===== src/rtl/wdt_key_pkg.sv =====
package wdt_key_pkg;
    localparam int ADDR_W = 3;
    localparam int PTV_W  = 3;
    localparam int N_SLOT = 4;

    localparam logic [ADDR_W-1:0] A_REV   = 3'd0;
    localparam logic [ADDR_W-1:0] A_CTRL  = 3'd1;
    localparam logic [ADDR_W-1:0] A_PEND  = 3'd2;
    localparam logic [ADDR_W-1:0] A_COUNT = 3'd3;
    localparam logic [ADDR_W-1:0] A_LOAD  = 3'd4;
    localparam logic [ADDR_W-1:0] A_TRIG  = 3'd5;
    localparam logic [ADDR_W-1:0] A_KEY   = 3'd6;

    localparam int S_CTRL = 0;
    localparam int S_LOAD = 1;
    localparam int S_TRIG = 2;
    localparam int S_KEY  = 3;

    localparam logic [15:0] KEY_ON_A  = 16'hBBBB;
    localparam logic [15:0] KEY_ON_B  = 16'h4444;
    localparam logic [15:0] KEY_OFF_A = 16'hAAAA;
    localparam logic [15:0] KEY_OFF_B = 16'h5555;

    typedef enum logic [1:0] {K_IDLE, K_ARM_ON, K_ARM_OFF} key_state_e;

    typedef struct packed {
        logic             pre_en;
        logic [PTV_W-1:0] ptv;
    } presc_cfg_t;

    function automatic int pend_bit(input int slot);
        case (slot)
            S_CTRL:  return 0;
            S_LOAD:  return 2;
            S_TRIG:  return 3;
            default: return 4;
        endcase
    endfunction

    function automatic logic [ADDR_W-1:0] slot_addr(input int slot);
        case (slot)
            S_CTRL:  return A_CTRL;
            S_LOAD:  return A_LOAD;
            S_TRIG:  return A_TRIG;
            default: return A_KEY;
        endcase
    endfunction
endpackage


===== src/rtl/wdt_post_slot.sv =====
module wdt_post_slot #(
    parameter int DATA_W   = 32,
    parameter int PEND_CYC = 4
) (
    input  logic              clk,
    input  logic              rst,
    input  logic              wr_i,
    input  logic [DATA_W-1:0] wdata_i,
    output logic              pend_o,
    output logic              apply_o,
    output logic [DATA_W-1:0] data_o
);
    localparam int CW = $clog2(PEND_CYC + 1);

    logic              pend_q;
    logic [CW-1:0]     cnt_q;
    logic [DATA_W-1:0] data_q;

    always_ff @(posedge clk) begin
        if (rst) begin
            pend_q <= 1'b0;
            cnt_q  <= '0;
            data_q <= '0;
        end else if (!pend_q && wr_i) begin
            pend_q <= 1'b1;
            cnt_q  <= CW'(PEND_CYC - 1);
            data_q <= wdata_i;
        end else if (pend_q) begin
            if (cnt_q == '0) pend_q <= 1'b0;
            else             cnt_q  <= cnt_q - 1'b1;
        end
    end

    assign pend_o  = pend_q;
    assign apply_o = pend_q && (cnt_q == '0);
    assign data_o  = data_q;

    // pending only ever starts from a bus write
    p_pend_start_r5: assert property (@(posedge clk) disable iff (rst)
        $rose(pend_q) |-> $past(wr_i));
    // a write arriving while pending leaves the held word alone
    p_drop_busy_r11: assert property (@(posedge clk) disable iff (rst)
        (pend_q && wr_i) |=> $stable(data_q));
endmodule


===== src/rtl/wdt_keyseq.sv =====
module wdt_keyseq
    import wdt_key_pkg::*;
#(
    parameter int DATA_W = 32
) (
    input  logic              clk,
    input  logic              rst,
    input  logic              apply_i,
    input  logic [DATA_W-1:0] data_i,
    output logic              run_o
);
    key_state_e st_q;
    logic       run_q;

    always_ff @(posedge clk) begin
        if (rst) begin
            st_q  <= K_IDLE;
            run_q <= 1'b0;
        end else if (apply_i) begin
            st_q <= K_IDLE;
            case (st_q)
                K_ARM_ON:  if (data_i == DATA_W'(KEY_ON_B))  run_q <= 1'b1;
                K_ARM_OFF: if (data_i == DATA_W'(KEY_OFF_B)) run_q <= 1'b0;
                default: begin
                    if (data_i == DATA_W'(KEY_ON_A))       st_q <= K_ARM_ON;
                    else if (data_i == DATA_W'(KEY_OFF_A)) st_q <= K_ARM_OFF;
                end
            endcase
        end
    end

    assign run_o = run_q;

    // arming needs the first enable word to have been seen
    p_arm_order_r2: assert property (@(posedge clk) disable iff (rst)
        $rose(run_q) |-> $past(st_q == K_ARM_ON));
    // disarming needs the first disable word to have been seen
    p_disarm_order_r3: assert property (@(posedge clk) disable iff (rst)
        $fell(run_q) |-> $past(st_q == K_ARM_OFF));
endmodule


===== src/rtl/wdt_count.sv =====
module wdt_count
    import wdt_key_pkg::*;
#(
    parameter int DATA_W = 32
) (
    input  logic              clk,
    input  logic              rst,
    input  logic              run_i,
    input  logic              tick_i,
    input  presc_cfg_t        cfg_i,
    input  logic              div_clr_i,
    input  logic              reload_i,
    input  logic [DATA_W-1:0] load_i,
    output logic [DATA_W-1:0] count_o,
    output logic              req_o
);
    localparam int DIV_W = (1 << PTV_W) - 1;

    logic [DIV_W-1:0]  div_q;
    logic [DATA_W-1:0] count_q;
    logic              req_q;
    logic              step;

    always_comb begin
        step = 1'b0;
        if (run_i && tick_i) begin
            if (!cfg_i.pre_en) step = 1'b1;
            else step = (div_q == ((DIV_W'(1) << cfg_i.ptv) - DIV_W'(1)));
        end
    end

    always_ff @(posedge clk) begin
        if (rst || !run_i || div_clr_i) begin
            div_q <= '0;
        end else if (tick_i && cfg_i.pre_en) begin
            div_q <= step ? '0 : div_q + 1'b1;
        end
    end

    always_ff @(posedge clk) begin
        if (rst) begin
            count_q <= '0;
            req_q   <= 1'b0;
        end else begin
            req_q <= 1'b0;
            if (reload_i) begin
                count_q <= load_i;
            end else if (step) begin
                if (&count_q) begin
                    count_q <= load_i;
                    req_q   <= 1'b1;
                end else begin
                    count_q <= count_q + 1'b1;
                end
            end
        end
    end

    assign count_o = count_q;
    assign req_o   = req_q;

    // request lasts a single cycle
    p_req_pulse_r9: assert property (@(posedge clk) disable iff (rst)
        req_q |=> !req_q);
    // request only from an armed counter
    p_req_armed_r9: assert property (@(posedge clk) disable iff (rst)
        req_q |-> $past(run_i));
    // a disarmed counter moves only on reload
    p_hold_disarmed_r3: assert property (@(posedge clk) disable iff (rst)
        (!run_i && !reload_i) |=> $stable(count_q));
endmodule


===== src/rtl/wdt_keyed.sv =====
module wdt_keyed
    import wdt_key_pkg::*;
#(
    parameter int          DATA_W   = 32,
    parameter int          PEND_CYC = 4,
    parameter logic [7:0]  REV_CODE = 8'h2A
) (
    input  logic              clk,
    input  logic              rst,
    input  logic              tick_i,
    input  logic [ADDR_W-1:0] addr_i,
    input  logic [DATA_W-1:0] wdata_i,
    input  logic              we_i,
    output logic [DATA_W-1:0] rdata_o,
    output logic              rst_req_o
);
    localparam logic [DATA_W-1:0] CTRL_MASK = DATA_W'(32'h0000_003C);

    logic [N_SLOT-1:0] pend;
    logic [N_SLOT-1:0] apply;
    logic [DATA_W-1:0] sdata [N_SLOT];

    for (genvar g = 0; g < N_SLOT; g++) begin : g_slot
        wdt_post_slot #(.DATA_W(DATA_W), .PEND_CYC(PEND_CYC)) u_slot (
            .clk     (clk),
            .rst     (rst),
            .wr_i    (we_i && (addr_i == slot_addr(g))),
            .wdata_i (wdata_i),
            .pend_o  (pend[g]),
            .apply_o (apply[g]),
            .data_o  (sdata[g])
        );
    end

    logic              run;
    logic [DATA_W-1:0] ctrl_q, load_q, trig_q, count;
    logic              reload, div_clr;
    presc_cfg_t        cfg;
    logic [DATA_W-1:0] pend_word;

    wdt_keyseq #(.DATA_W(DATA_W)) u_key (
        .clk     (clk),
        .rst     (rst),
        .apply_i (apply[S_KEY]),
        .data_i  (sdata[S_KEY]),
        .run_o   (run)
    );

    assign reload  = apply[S_TRIG] && (sdata[S_TRIG] != trig_q);
    assign div_clr = apply[S_CTRL] && !run;

    always_ff @(posedge clk) begin
        if (rst) begin
            ctrl_q <= '0;
            load_q <= '0;
            trig_q <= '0;
        end else begin
            if (apply[S_CTRL] && !run) ctrl_q <= sdata[S_CTRL] & CTRL_MASK;
            if (apply[S_LOAD] && !run) load_q <= sdata[S_LOAD];
            if (reload)                trig_q <= sdata[S_TRIG];
        end
    end

    assign cfg.pre_en = ctrl_q[5];
    assign cfg.ptv    = ctrl_q[4:2];

    logic unused_ctrl;
    assign unused_ctrl = ^{ctrl_q[DATA_W-1:6], ctrl_q[1:0]};

    wdt_count #(.DATA_W(DATA_W)) u_cnt (
        .clk       (clk),
        .rst       (rst),
        .run_i     (run),
        .tick_i    (tick_i),
        .cfg_i     (cfg),
        .div_clr_i (div_clr),
        .reload_i  (reload),
        .load_i    (load_q),
        .count_o   (count),
        .req_o     (rst_req_o)
    );

    always_comb begin
        pend_word = '0;
        for (int i = 0; i < N_SLOT; i++) pend_word[pend_bit(i)] = pend[i];
    end

    always_comb begin
        case (addr_i)
            A_REV:   rdata_o = DATA_W'(REV_CODE);
            A_CTRL:  rdata_o = ctrl_q;
            A_PEND:  rdata_o = pend_word;
            A_COUNT: rdata_o = count;
            A_LOAD:  rdata_o = load_q;
            A_TRIG:  rdata_o = trig_q;
            default: rdata_o = '0;
        endcase
    end

    // configuration is frozen while armed
    p_cfg_frozen_r6: assert property (@(posedge clk) disable iff (rst)
        run |=> ($stable(load_q) && $stable(ctrl_q)));
    // the last trigger value changes only through a differing trigger
    p_trig_change_r7: assert property (@(posedge clk) disable iff (rst)
        !$stable(trig_q) |-> $past(apply[S_TRIG]));
endmodule


===== config.mk =====
export PLATFORM = sky130hd
export DESIGN_NAME = wdt_keyed
export DESIGN_NICKNAME = d
export VERILOG_FILES = /design/src/rtl/wdt_key_pkg.sv /design/src/rtl/wdt_post_slot.sv /design/src/rtl/wdt_keyseq.sv /design/src/rtl/wdt_count.sv /design/src/rtl/wdt_keyed.sv
export SDC_FILE = /design/constraint.sdc
export NUM_CORES = 1
export LEC_CHECK = 0
export BUFFER_PORTS_ARGS = -buffer_cell sky130_fd_sc_hd__buf_4
export CAP_MARGIN = 20
export CELL_PAD_IN_SITES_DETAIL_PLACEMENT = 0
export CELL_PAD_IN_SITES_GLOBAL_PLACEMENT = 2
export CORE_MARGIN = 1
export CORE_UTILIZATION = 39
export CTS_BUF_LIST = sky130_fd_sc_hd__clkbuf_4 sky130_fd_sc_hd__clkbuf_8 sky130_fd_sc_hd__clkbuf_16
export DETAILED_ROUTE_END_ITERATION = 7
export HOLD_SLACK_MARGIN = 0.02
export PLACE_DENSITY_LB_ADDON = 0.1
export RECOVER_POWER = 50
export SYNTH_ARGS = -nofsm -noshare
export SYNTH_HDL_FRONTEND = slang
export SYNTH_SLANG_ARGS = --single-unit

===== constraint.sdc =====
create_clock -name clk -period 4.18 [get_ports clk]
set_clock_uncertainty 0.2 [all_clocks]
set_input_delay 0.836 -clock clk [delete_from_list [all_inputs] [get_ports clk]]
set_output_delay 0.836 -clock clk [all_outputs]
set_load 0.01 [all_outputs]

Word-level counts from Yosys, hierarchy flattened:

Cells that the tools add are included.

* eq/ne operators: 20
* shift-type cells: 1
* add/sub/neg operators: 7
* reductions and logical operators: 51
* multiplexer cells: 38
* bitwise logic cells: 5

Operator list (number)
* $pmux 32 s6: 1
* $mux 32: 3
* $eq 32x15->1 const B: 2
* $eq 32x16->1 const B: 2
* $add 32x1->32 const B: 1
* $ne 32x32->1: 1
* $reduce_and 32->1: 1
* $mux 2: 15
* $logic_and 1x1->1: 17
* $mux 1: 17
* $reduce_and 2->1: 8
* $logic_not 3->1: 5
* $ne 2x1->1 const B: 6
* $reduce_bool 2->1: 6
* $sub 3x1->3 const B: 4
* $reduce_or 2->1: 5
* $eq 3x3->1 const B: 3
* $add 7x1->7 const B: 1
* $eq 7x7->1: 1
* $mux 7: 1
* $shl 1x3->7 const A: 1
* $sub 7x1->7 const B: 1
* $eq 3x2->1 const B: 2
* $logic_not 1->1: 5
* 8 further kinds: 13

* word-level logic and storage cells: 146
* input port bits: 39
* register bits: 229
* output and inout port bits: 33

Depth between registers and ports, before layout:

Gate-level depths: netlist of the first run.

* depth in word-level cells: 7
* mapped depth: 13
* depth with buffers taken out: 10

Cells and area by module:

From an unflattened synthesis of the first run, not the netlist that was laid out.

* cells, all modules: 1518
* area, all modules: 12525.8 um^2

Modules (own cells, without submodules)
* wdt_post_slot: times used 4, seq. area each 720.7 um^2, cells each 162, area each 1372.6 um^2
* wdt_keyed: times used 1, seq. area each 1361.3 um^2, cells each 466, area each 3853.7 um^2
* wdt_count: times used 1, seq. area each 800.8 um^2, cells each 365, area each 2856.5 um^2
* wdt_keyseq: times used 1, seq. area each 60.1 um^2, cells each 39, area each 325.3 um^2

Worst setup path before layout of the first run:

Ideal clock, no wire load.

* kind: input to output
* start: input port addr_i[0]
* end: output port rdata_o[11]
* data required time: 3144 ps
* path slack: 849 ps
* arrival: 2295 ps
* cell stages on the path: 5
* path buffers: 3
* path through: clkbuf_1 -> buf_1 -> buf_1 -> mux2i_1 -> o21ai_0

* word-level cells in the longest chain between the ends: 2
* elaborated cells between the ends (all ways): 7
* classes of those cells: eq/ne: 5; mux: 1; reduce/logical: 1

Ends and longest elaborated chain
* start, declared: line wdt_keyed.sv:11 `input logic [ADDR_W-1:0] addr_i,`
* $eq 3x3->1, or another cell as far along: line wdt_keyed.sv:89 `case (addr_i)`
* $pmux 32 s6 *: line wdt_keyed.sv:89
* end, declared: line wdt_keyed.sv:14 `output logic [DATA_W-1:0] rdata_o,`

Mark *: on every way between the ends. The rest lies on a longest branch, timed or not.

Worst setup path after layout of the first run:

* start: input port rst
* end: register g_slot[2].u_slot.cnt_q[2]

* word-level cells in the longest chain between the ends: 1

Ends and longest elaborated chain
* start, declared: line wdt_keyed.sv:9 `input logic rst,`
* $reduce_or 2->1 (no line)
* end signal, assigned: line wdt_post_slot.sv:26 `cnt_q <= CW'(PEND_CYC - 1);`
* end signal, assigned: line wdt_post_slot.sv:30 `else cnt_q <= cnt_q - 1'b1;`
* end, declared: line wdt_post_slot.sv:16 `logic [CW-1:0] cnt_q;`

No other way between the ends.
A chain may end at the register's enable or synchronous reset.

==> reports/results.tsv, run 1 <==
stage	metric	value	unit
run_status	outcome	finished with violations	
run_status	violations	DRC, capacitance limit, slew limit	
sta	hold_viol_final	0	
drt	vias	9182	
setup_path	cp_data_required_time	4340	ps
clocking	clkTransAtPathRegs	60	ps
hold_path	min_path_type	reg2reg	
clocking	cts_num_sinks	227	
synthesis	synth_edf_count	0	
drt	dr.pass1.iters	7	
global_route	met3_usage	2.96	%
synthesis	synth.ff_latch_count	227	
global_route	grt_use_met1	36.3	%
global_route	grt_most_used_layer	met1	
floorplanning	io_pins	72	
clocking	worst_skew_pair.late_latency	560	ps
place	dp_cells	1654	
sta	fin_tns_setup	0	ps
synthesis	netlist_area	10500	um^2
cells_and_area	nets	1402	
sta	tightest_slew	1740	ps
job	drv_cap	5	
global_route	grt_pass1_vias	8608	
cells_and_area	multi_input_area	5550	um^2
drt	postRouteAntennaNets	0	
sta	finalSetupViolations	0	
synthesis	mappedNetlistNets	1367	
synthesis	postSynth.asyncResetShare	0	%
place	hpwlAfterDp	22.7	mm
global_route	grt_pass1_wl	51.2	mm
cells_and_area	layout-drive-gt1-share	11.2	%
synthesis	synthCells	1315	
floorplanning	core.rowCount	59	
sta	worst_slack	545	ps
drt	drtIter0Drc	748	
global_route	overflow	0	
global_route	met2_usage	34.4	%
clocking	ctsResizeCount	0	
synthesis	synth_seq_area_share	43.1	%
floorplanning	dieArea	27700	um^2
synthesis	yosysTopAreaCell	dfxtp_1	
cells_and_area	fillers	2703	
floorplanning	fp.dieW	166	um
sta	period_share	87.0	%
setup_path	path_max_fanout	73	
global_route	grt_max_degree	103	
setup_path	worst_setup_path_start_kind	input pin	
synthesis	yosys.area.top_type_share	43.1	%
floorplanning	core_area	26300	um^2
synthesis	synthTopCellsByCount	nand2_1, dfxtp_1, a21oi_1	
clocking	cts_buffers	27	
cells_and_area	area_delta_synth_final	16.0	%
drt	drc_errors	12	
power	vdd_drop_max	0.249	mV
clocking	ctsRootBufferMaster	clkbuf_16	
clocking	cts_max_level	1	
clocking	tritoncts	yes	
setup_path	cp.arrival	3790	ps
sta	slew_headroom	-15.9	%
clocking	clock_path_buffers	3	
power	p_total	4.87	mW
sta	rsz0062_at_grt	no	
place	gp_congestion	0.890	
floorplanning	start_util	40.1	%
cells_and_area	fin_cells	1707	
synthesis	ys_types	64	
setup_path	crit_type	in2reg	
power	power.leakage	4.20	nW
global_route	grt_use_total	23.5	%
place	io_buffers	71	
drt	wl_per_cell	19.0	um
sta	timing.fmax	275	MHz
synthesis	synth.avg_cell_area	8.02	um^2
global_route	antenna_found_initial	0	
setup_path	end_kind	flip-flop	
cells_and_area	utilization	46.5	%
clocking	post_cts_buffers	0	
synthesis	yosys_warnings	0	
place	place_ws	802	ps
drt	wirelength	32.4	mm
cells_and_area	layout.area.seq	4540	um^2
synthesis	yosysMostFrequentCell	nand2_1	
synthesis	synth_ff_type	dfxtp_1	
clocking	ctsHoldBuffers	0	
drt	viasPerCell	5.38	
sta	fin_crit	3640	ps
floorplanning	dieHeight	166	um
synthesis	synth_area_leaders	dfxtp_1, nand2_1, a21oi_1	
sta	maxSlewViolCount	255	
power	p_per_area	399	nW/um^2
-- where the power goes --
part / internal (mW) / total (mW) / switching [mW]
combinational: 0.0874 / 0.253 / 0.165
clock: 1.44 / 2.41 / 0.961
sequential: 2.19 / 2.22 / 0.0228
total: 3.72 / 4.87 / 1.15
-- cells by family after synthesis --
| group | after synthesis | share of synthesized area, % |
|---|---|---|
| XOR/XNOR | 54 | 4.49 |
| AO/OA/AOI/OAI | 283 | 16.2 |
| AND/OR/NAND/NOR | 542 | 23.0 |
| multiplexers | 75 | 7.15 |
| buffers and inverters | 121 | 4.52 |
| adder cells (fa/ha/maj) | 13 | 1.54 |
| flip-flops | 227 | 43.1 |
-- worst max-delay path, cell delays in order --
cell and delay (ps):
clkbuf_2 440, clkbuf_1 1020, clkbuf_2 1290, nor4_1 160
-- state kept, by name, summed over array words and instances (netlist names) --
name                  flops
u_cnt.count_o            32
u_key.run_o               1
g_slot.u_slot.data_o    100
g_slot.u_slot.pend_o      4
u_key.st_q                2
trig_q                   32
load_q                   32
u_cnt.div_q               7
g_slot.u_slot.cnt_q      12
u_cnt.req_o               1
ctrl_q                    4
-- path summary, 6_finish.rpt --
check | slack (ps) | from | cells past startpoint | endpoint
worst max register to register | 790 | ctrl_q[2] | 9 | u_cnt.count_o[26]
worst min register to register | 240 | g_slot[1].u_slot.data_o[4] | 2 | load_q[4]
worst min-delay path | 240 | g_slot[1].u_slot.data_o[4] | 2 | load_q[4]
worst max-delay path | 540 | rst | 4 | g_slot[2].u_slot.cnt_q[2]
-- routing by layer --
metal | routed length (um) | share of wire, %
met1 | 16700 | 52
met2 | 13500 | 42
met3 | 1640 | 5.1
met4 | 583 | 1.8
met5 | 0 | 0
-- layout make-up --
class / instances / share of cell area, %
multi-input cells: 967 / 45.4
flip-flops and latches: 227 / 37.2
clock buffers: 38 / 6.46
repair buffers: 94 / 5.52
well taps: 335 / 3.43
clock inverters: 12 / 1.02
inverters: 33 / 1.01
diodes: 1 / 0.0205
-- cells in the final DEF (no fill, tap or decap), drive strengths merged, types with 6 or more instances in the layout --
cell	instances
buf	85
and2	6
dfxtp	227
o22ai	7
clkbuf	47
nand3	23
o211ai	8
nor4	20
a22o	12
clkinv	9
nor3	15
mux2i	73
nor2	82
a211oi	8
ha	13
a21oi	152
o21ai	35
a31oi	7
and3	13
o31ai	13
xor2	11
inv	34
nand2	322
nand4	19
xnor2	43
-- per-stage QoR --
stage,cell area (um^2),hold slack [ps]
after CTS,12300,252
after global placement,11300,241
final,12200,242
after global routing,12200,271
after detailed placement,11300,245
after floorplan,10500,232
Power figures use the tool's default switching activity.
==> run 2, diff against run 1 <==
--- a/config.mk
+++ b/config.mk
@@ -5,12 +5,13 @@
 export SDC_FILE = /design/constraint.sdc
 export NUM_CORES = 1
 export LEC_CHECK = 0
+export ABC_AREA = 1
 export BUFFER_PORTS_ARGS = -buffer_cell sky130_fd_sc_hd__buf_4
 export CAP_MARGIN = 20
 export CELL_PAD_IN_SITES_DETAIL_PLACEMENT = 0
 export CELL_PAD_IN_SITES_GLOBAL_PLACEMENT = 2
 export CORE_MARGIN = 1
-export CORE_UTILIZATION = 39
+export CORE_UTILIZATION = 37
 export CTS_BUF_LIST = sky130_fd_sc_hd__clkbuf_4 sky130_fd_sc_hd__clkbuf_8 sky130_fd_sc_hd__clkbuf_16
 export DETAILED_ROUTE_END_ITERATION = 7
 export HOLD_SLACK_MARGIN = 0.02
==> run 2 against run 1 <==
Against the previous run:
- the flow now finishes without violations
- die area up 15%
- clock power up 5%
- sequential cell count unchanged
- power up 7.1%
- largest cell class unchanged
- highest routed layer unchanged
==> reports/results.tsv, run 2 <==
stage	metric	value	unit
run_status	outcome	complete, no violations	
clocking	worst_skew_pair.late_latency	550	ps
synthesis	synth_seq_area_share	39.6	%
sta	hold_viol_final	0	
sta	fin_tns_setup	0	ps
sta	timing.fmax	278	MHz
synthesis	ys_types	40	
drt	dr.pass1.iters	7	
place	io_buffers	71	
sta	tightest_slew	1390	ps
place	hpwlAfterDp	25.9	mm
setup_path	cp.arrival	3830	ps
drt	vias	10700	
setup_path	path_max_fanout	97	
synthesis	synth.avg_cell_area	6.76	um^2
clocking	tritoncts	yes	
clocking	ctsResizeCount	0	
synthesis	synth_ff_type	dfxtp_1	
cells_and_area	largest_reg_flops	100	
sta	maxSlewViolCount	0	
clocking	ctsRootBufferMaster	clkbuf_16	
synthesis	synth.ff_latch_count	227	
cells_and_area	layout-drive-gt1-share	11.1	%
clocking	cts_num_sinks	227	
synthesis	yosysTopAreaCell	dfxtp_1	
sta	fin_crit	3600	ps
floorplanning	start_util	37.6	%
place	gp_congestion	0.902	
setup_path	end_kind	flip-flop	
drt	drc_errors	0	
global_route	grt_max_degree	98	
setup_path	cp_data_required_time	4400	ps
synthesis	mappedNetlistNets	1748	
floorplanning	core_area	30500	um^2
drt	wirelength	36.6	mm
floorplanning	fp.dieW	178	um
cells_and_area	final_common_cell	nand2_1	
clocking	clock_path_buffers	3	
cells_and_area	final_area	13200	um^2
power	vdd_drop_max	0.309	mV
synthesis	postSynth.asyncResetShare	0	%
clocking	ctsHoldBuffers	0	
sta	rsz0062_at_grt	no	
cells_and_area	final_cell_mix	nand2_1, nor2_1, dfxtp_1, o21ai_0, inv_1	
job	drv_cap	0	
cells_and_area	area_delta_synth_final	14.8	%
synthesis	yosysMostFrequentCell	nand2_1	
hold_path	min_path_type	reg2reg	
place	place_ws	644	ps
global_route	overflow	0	
synthesis	netlist_area	11500	um^2
global_route	grt_pass1_wl	56.2	mm
synthesis	yosys_warnings	0	
cells_and_area	nets	1782	
sta	hold_ws	253	ps
floorplanning	dieHeight	178	um
synthesis	synth_area_leaders	dfxtp_1, nand2_1, nor2_1	
cells_and_area	fin_cells	2147	
power	power.leakage	5.43	nW
global_route	grt_pass1_vias	9521	
sta	worst_slack	577	ps
clocking	clkTransAtPathRegs	60	ps
drt	postRouteAntennaNets	0	
place	place_area	12200	um^2
floorplanning	dieArea	31700	um^2
drt	wl_per_cell	17.0	um
global_route	antenna_found_initial	0	
cells_and_area	num_antenna_cells	0	
synthesis	synthCells	1696	
setup_path	crit_type	in2reg	
clocking	post_cts_buffers	0	
drt	drtIter0Drc	742	
floorplanning	core.rowCount	64	
synthesis	synth_edf_count	0	
synthesis	yosys.area.top_type_share	39.6	%
sta	period_share	86.2	%
place	dp_cells	2096	
clocking	cts_max_level	1	
power	p_per_area	396	nW/um^2
global_route	grt_use_total	23.1	%
sta	finalSetupViolations	0	
sta	slew_headroom	6.98	%
setup_path	worst_setup_path_start_kind	input pin	
synthesis	synthTopCellsByCount	nand2_1, nor2_1, dfxtp_1	
clocking	cts_buffers	27	
floorplanning	io_pins	72	
drt	viasPerCell	4.97	
setup_path	rrSetupSlack	840	ps
==> run 2: changes by cell type after synthesis, moves of 34 or more <==
cell     change
nor2_1     +177
nand3_1     +78
a21oi_1     -34
mux2i_1     -73
inv_1      +121
o21ai_0    +149
==> run 2: layer usage <==
layer  wire (um)  GRT usage (%)
met5           0              0
met4         847           5.73
met3        1570           2.73
met2       15300           33.5
met1       18900           35.5
==> run 2: final timing paths <==
path                                            startpoint                     endpoint  depth (start not counted)
worst max-delay path                                   rst                  u_cnt.req_o                          5
worst min-delay path            g_slot[1].u_slot.data_o[4]   g_slot[1].u_slot.data_o[4]                          2
worst max register to register     g_slot[3].u_slot.pend_o  g_slot[3].u_slot.data_o[14]                          6
worst min register to register  g_slot[1].u_slot.data_o[4]   g_slot[1].u_slot.data_o[4]                          2
==> run 2: per-stage QoR <==
step                      power, mW  utilization [%]
final                          5.22             43.2
after global routing           5.42             43.2
after CTS                      5.29             43.3
after detailed placement       2.73             40.1
after global placement         2.72             40.1
after floorplan                2.57                -
==> run 2: cell type report <==
class | count | area [um^2]
clock buffer | 39 | 797
sequential | 227 | 4540
tap | 396 | 495
timing repair buffer | 89 | 651
fill | 3359 | 17300
multi-input combinational | 1204 | 5830
inverter | 181 | 683
clock inverter | 11 | 170
==> run 2: cells by family (layout without fill, tap and decap cells) <==
kind of cell	after synthesis	after routing	share of synthesized area [%]
AOI/OAI and AO/OA	367	367	17.3
xor gates and xnor gates	43	43	3.28
adders and majority gates	13	13	1.42
buffers and inverters	265	320	9.47
DFF	227	227	39.6
and+or+nand+nor	781	781	28.9
==> run 2: report_power, final <==
group	total, mW	internal, mW	switching, mW
clock network	2.54	1.57	0.969
registers	2.28	2.23	0.0504
logic	0.397	0.137	0.260
==> run 2: worst max-delay path: stages <==
cell,delay [ps]
buf_4,360
clkinvlp_2,1220
clkbuf_4,990
nand4_1,310
nor2_1,50
